==> src/rtl/wpsu_pkg.sv <==
package wpsu_pkg;

    typedef struct packed {
        logic [1:0] bp;
        logic       wel;
        logic       busy;
    } wpsu_state_t;

    typedef enum logic [1:0] {
        JOB_IDLE   = 2'd0,
        JOB_ARRAY  = 2'd1,
        JOB_STATUS = 2'd2
    } wpsu_job_e;

    // Protected-range decode from the two most significant address bits.
    function automatic logic addr_locked(input logic [1:0] bp, input logic [1:0] top2);
        case (bp)
            2'b00:   return 1'b0;
            2'b01:   return (top2 == 2'b11);
            2'b10:   return top2[1];
            default: return 1'b1;
        endcase
    endfunction

    function automatic logic [7:0] pack_status(input wpsu_state_t s);
        return {4'b1111, s.bp, s.wel, s.busy};
    endfunction

endpackage

==> src/rtl/wpsu_enable_latch.sv <==
module wpsu_enable_latch (
    input  logic clk,
    input  logic rst,
    input  logic soft_rst,
    input  logic set_stb,
    input  logic clr_stb,
    input  logic consume,
    input  logic busy,
    output logic wel
);
    always_ff @(posedge clk) begin
        if (rst || soft_rst) begin
            wel <= 1'b0;
        end else if (consume) begin
            wel <= 1'b0;
        end else if (!busy) begin
            if (clr_stb)      wel <= 1'b0;
            else if (set_stb) wel <= 1'b1;
        end
    end
endmodule

==> src/rtl/wpsu_cycle_timer.sv <==
module wpsu_cycle_timer #(
    parameter int unsigned CYCLES = 200000
) (
    input  logic clk,
    input  logic clr,
    input  logic start,
    output logic busy,
    output logic done
);
    localparam int unsigned CNT_W = (CYCLES < 2) ? 1 : $clog2(CYCLES);
    localparam logic [CNT_W-1:0] LOAD = CNT_W'(CYCLES - 1);

    logic [CNT_W-1:0] remain;

    assign done = busy && (remain == '0);

    always_ff @(posedge clk) begin
        if (clr) begin
            busy   <= 1'b0;
            remain <= '0;
        end else if (start && !busy) begin
            busy   <= 1'b1;
            remain <= LOAD;
        end else if (busy) begin
            if (remain == '0) busy <= 1'b0;
            else              remain <= remain - 1'b1;
        end
    end
endmodule

==> src/rtl/wpsu_range_check.sv <==
module wpsu_range_check
    import wpsu_pkg::*;
#(
    parameter int unsigned ADDR_W = 9
) (
    input  logic [1:0]        bp,
    input  logic [ADDR_W-1:0] addr,
    output logic              allowed
);
    logic [1:0] top2;
    assign top2    = addr[ADDR_W-1 -: 2];
    assign allowed = !addr_locked(bp, top2);
endmodule

==> src/rtl/wp_status_unit.sv <==
module wp_status_unit
    import wpsu_pkg::*;
#(
    parameter int unsigned ADDR_W       = 9,
    parameter int unsigned WRITE_CYCLES = 200000
) (
    input  logic              clk,
    input  logic              rst,
    input  logic              soft_rst,
    input  logic              wren_stb,
    input  logic              wrdi_stb,
    input  logic              wr_start,
    input  logic              sr_start,
    input  logic [1:0]        sr_bp,
    input  logic              wp_n,
    input  logic [ADDR_W-1:0] byte_addr,
    output logic [7:0]        status,
    output logic              wr_grant,
    output logic              wr_deny,
    output logic              sr_grant,
    output logic              sr_deny,
    output logic              byte_ok
);
    wpsu_state_t st;
    wpsu_job_e   job;
    logic [1:0]  bp_q, bp_pend;
    logic        wel, busy, done, may_write, any_grant;

    assign may_write = wel && wp_n && !busy;
    assign wr_grant  = wr_start && may_write;
    assign wr_deny   = wr_start && !may_write;
    assign sr_grant  = sr_start && !wr_start && may_write;
    assign sr_deny   = sr_start && !sr_grant;
    assign any_grant = wr_grant || sr_grant;

    wpsu_enable_latch u_latch (
        .clk      (clk),
        .rst      (rst),
        .soft_rst (soft_rst),
        .set_stb  (wren_stb),
        .clr_stb  (wrdi_stb),
        .consume  (any_grant),
        .busy     (busy),
        .wel      (wel)
    );

    wpsu_cycle_timer #(.CYCLES(WRITE_CYCLES)) u_timer (
        .clk   (clk),
        .clr   (rst || soft_rst),
        .start (any_grant),
        .busy  (busy),
        .done  (done)
    );

    wpsu_range_check #(.ADDR_W(ADDR_W)) u_range (
        .bp      (bp_q),
        .addr    (byte_addr),
        .allowed (byte_ok)
    );

    // BP is non-volatile: only the power-on reset clears it.
    always_ff @(posedge clk) begin
        if (rst) begin
            bp_q    <= 2'b00;
            bp_pend <= 2'b00;
            job     <= JOB_IDLE;
        end else if (soft_rst) begin
            job     <= JOB_IDLE;
        end else if (sr_grant) begin
            bp_pend <= sr_bp;
            job     <= JOB_STATUS;
        end else if (wr_grant) begin
            job     <= JOB_ARRAY;
        end else if (done) begin
            if (job == JOB_STATUS) bp_q <= bp_pend;
            job <= JOB_IDLE;
        end
    end

    always_comb begin
        st.bp   = bp_q;
        st.wel  = wel;
        st.busy = busy;
        status  = pack_status(st);
    end
endmodule

==> config.mk <==
export PLATFORM = sky130hd
export DESIGN_NAME = wp_status_unit
export DESIGN_NICKNAME = d
export VERILOG_FILES = /design/src/rtl/wpsu_pkg.sv /design/src/rtl/wpsu_enable_latch.sv /design/src/rtl/wpsu_cycle_timer.sv /design/src/rtl/wpsu_range_check.sv /design/src/rtl/wp_status_unit.sv
export SDC_FILE = /design/constraint.sdc
export NUM_CORES = 1
export LEC_CHECK = 0
export ABC_CLOCK_PERIOD_IN_PS = 2090
export CORE_ASPECT_RATIO = 1.25
export CORE_UTILIZATION = 45
export CTS_BUF_LIST = sky130_fd_sc_hd__clkbuf_16
export CTS_CLUSTER_DIAMETER = 120
export DETAILED_ROUTE_END_ITERATION = 8
export GPL_TIMING_DRIVEN = 0
export MAX_ROUTING_LAYER = met4
export PLACE_DENSITY = 0.79
export SLEW_MARGIN = 20
export SYNTH_ARGS = -nofsm -noshare
export SYNTH_HDL_FRONTEND = slang
export SYNTH_SLANG_ARGS = --single-unit
==> constraint.sdc <==
create_clock -name clk -period 2.09 [get_ports clk]
set_clock_uncertainty 0.1 [all_clocks]
set_input_delay 0.627 -clock clk [delete_from_list [all_inputs] [get_ports clk]]
set_output_delay 0.627 -clock clk [all_outputs]
set_load 0.05 [all_outputs]
==> flow_metrics.tcl <==
set metrics [dict create \
    status "finished, violations left" \
    violations "setup timing" \
    slew_viol_final 0 \
    drtIter0Drc 97 \
    critical_path_class "in2out" \
    post_drt_wl_per_cell_um 16.0 \
    peakVddDrop_uv 427 \
    worst_ep_arrival_time_ns 1.39 \
    crit_cells 5 \
    core-area_um2 3190 \
    post-place-ws_ns -1.07 \
    synth_top_area_share_pct 35.0 \
    gp_congestion 0.840 \
    io_buffers 20 \
    worstSkewPairLatency_ns 0.26 \
    cts-root-buf "clkbuf_16" \
    yosysTopAreaCell "dfxtp_1" \
    max-clock-path-buffers 2 \
    drc_errors 0 \
    synth_edf_count 0 \
    setup_viol 1 \
    antenna_found_initial 0 \
    ioPinCount 32 \
    area_delta_synth_final_pct 35.8 \
    tightest_slew_ns 0.572 \
    cts.reportedPaths.clkPinSlew_ns 0.07 \
    slowest_delay_ns 0.21 \
    dr.pass1.iters 4 \
    ys_ff_latch 26 \
    period_share_pct 101 \
    rsz0062_at_grt "yes" \
    startpoint_type "input pin" \
    hold_path.class "reg2reg" \
    final_area_um2 2020 \
    yosysUniqueCellTypes 46 \
    crit_fanout 4 \
    fin_util_pct 63.3 \
    crit_buf_inv 2 \
    slowest_stage "and3b_2" \
    synth-async-reset-ratio_pct 0 \
    cts_sinks 26 \
    post-route-min-period_ns 2.11 \
    synth_area_per_cell_um2 8.41 \
    slew_headroom_pct 61.8 \
    ant_nets 0 \
    drive_gt1_share_pct 28.5 \
    yosys-top-cells-area "dfxtp_1, a21oi_1, o21ai_0, buf_4, nor2_1" \
    setup_ws_ns -0.0230 \
    whs_ns 0.381 \
    worstHoldPathCells 2 \
    nFillCells 265 \
    grt_usage_pct 24.3 \
    die_y_um 66.3 \
    synth_warnings 0 \
    fmax_mhz 473 \
    worstSetupEndpointType "output port" \
    grt_max_degree 16 \
    p_per_area_nw_per_um2 586 \
    hold_viol_final 0 \
    rows 23 \
    required_ns 1.36 \
    routed_wl_um 4140 \
    die_w_um 53.5 \
    htree_levels 1 \
    crit_chain "buf_6 -> and3b_2 -> nand3b_1 -> and2_4 -> buf_8" \
    cp_top_family "simple AND/OR/NAND/NOR gates" \
    placed_area_um2 1750 \
    static-leakage-power_nw 0.790 \
    vias_per_cell 6.07 \
    seq_area_frac_synth_pct 35.0 \
    grt_pass1_vias 1380 \
    antenna_cells 0 \
    dp_hpwl_um 2590 \
    synthCells 177 \
    vias 1566 \
    ys.flop_type "dfxtp_1" \
    cap_violations 0 \
    cts_tree "built" \
    cts_hold_buf 0 \
    reg2reg_depth 5 \
    syn-cell-area_um2 1490 \
    grt_first_pass_wirelength_um 6180 \
    grt_overflow_total 0 \
    layout.nets 243 \
    start_util_pct 46.6 \
    numCtsBuffers 3 \
    dieArea_um2 3540 \
]
tightest hold or removal path, cell delays in order (launching register included):
cell     delay [ns]
dfxtp_1        0.33
o21ai_2        0.06
a21oi_1        0.05
layout make-up:
| cell class | count | area (µm²) | share of cell area, % |
|---|---|---|---|
| well taps | 37 | 46.3 | 2.29 |
| flip-flops and latches | 26 | 531 | 26.2 |
| clock inverters | 1 | 30.0 | 1.49 |
| multi-input cells | 139 | 942 | 46.6 |
| clock buffers | 3 | 75.1 | 3.71 |
| plain buffers | 9 | 57.6 | 2.85 |
| repair buffers | 38 | 322 | 15.9 |
| inverters | 5 | 18.8 | 0.928 |
metal layers:
metal,GRT usage (%),part of all wire [%],vias up
met5,-,0,-
met4,11.5,2.0,0
met3,1.38,3.9,10
met2,41.1,54,49
met1,28.6,40,738
li1,-,-,769
flip-flops by register name, summed over array words and instances, names as in the netlist:
name            flops
u_timer.remain     18
u_latch.wel         1
job                 2
u_timer.busy        1
bp_q                2
bp_pend             2
what timing repair did:
action / CTS / global route
endpoints found under the setup margin: 18 / 16
setup buffers: 9 / 10
resized for setup: 57 / 15
pin swaps: 6 / 9
logic make-up (layout without fill, tap and decap cells):
logic type | count (synthesis) | count (layout) | share of synthesized area [%]
adder cells (fa/ha/maj) | 2 | 2 | 1.68
buffers and inverters | 15 | 56 | 5.88
flip-flops | 26 | 26 | 35.0
AO/OA/AOI/OAI | 59 | 59 | 25.3
AND/OR/NAND/NOR | 72 | 72 | 30.6
multiplexers | 2 | 2 | 1.34
other | 1 | 4 | 0.252
where the power goes:
group | internal (mW) | switching [mW] | leakage [nW] | total (mW)
sequential | 0.495 | 0.00292 | 0.212 | 0.498
clock | 0.381 | 0.178 | 0.0511 | 0.560
combinational | 0.0506 | 0.0759 | 0.527 | 0.127
synthesized netlist by cell type (3+ instances only):
cell and number:
dfxtp_1 26, a21oi_1 13, o21ai_0 13, nor2_1 12
nand2_1 9, a31oi_1 7, nor3_1 7, buf_4 6
nand3_1 6, o31ai_1 6, or4_1 6, a211oi_1 5
inv_1 5, o211ai_1 4, o41ai_1 4, nand4_1 3
nor4_1 3, or2_2 3, or3_1 3
path summary, 6_finish.rpt:
check                                        start           endpoint  slack [ns]
worst max register to register  u_timer.remain[13]  u_timer.remain[0]        0.05
worst max-delay path                          wp_n            sr_deny       -0.02
worst min register to register          bp_pend[1]         bp_pend[1]        0.38
worst min-delay path                    bp_pend[1]         bp_pend[1]        0.38
stage by stage:
step | power [mW] | TNS [ns] | std cells
floorplan | 0.583 | 0 | 180
global placement | 0.626 | -9.08 | 237
detailed placement | 0.627 | -9.81 | 237
CTS | 1.18 | -0.0134 | 250
global route | 1.21 | -0.127 | 258
finish | 1.18 | -0.0230 | 258
cell usage in the layout (no fill, tap or decap), types with 3 or more instances in the layout:
master,n
buf_6,3
a31oi_1,7
o31ai_1,6
nand3_1,4
or2_2,3
nand4_1,3
buf_2,3
dlygate4sd2_1,4
clkbuf_16,3
o21ai_0,11
nand2_1,9
o41ai_1,4
dfxtp_1,22
o211ai_1,4
inv_1,5
a211oi_1,5
clkdlybuf4s50_1,6
conb_1,4
or4_1,5
a21oi_1,12
nor4_1,3
buf_4,24
nor3_1,6
nor2_1,12
No activity file was read; power rests on OpenSTA's default activity.
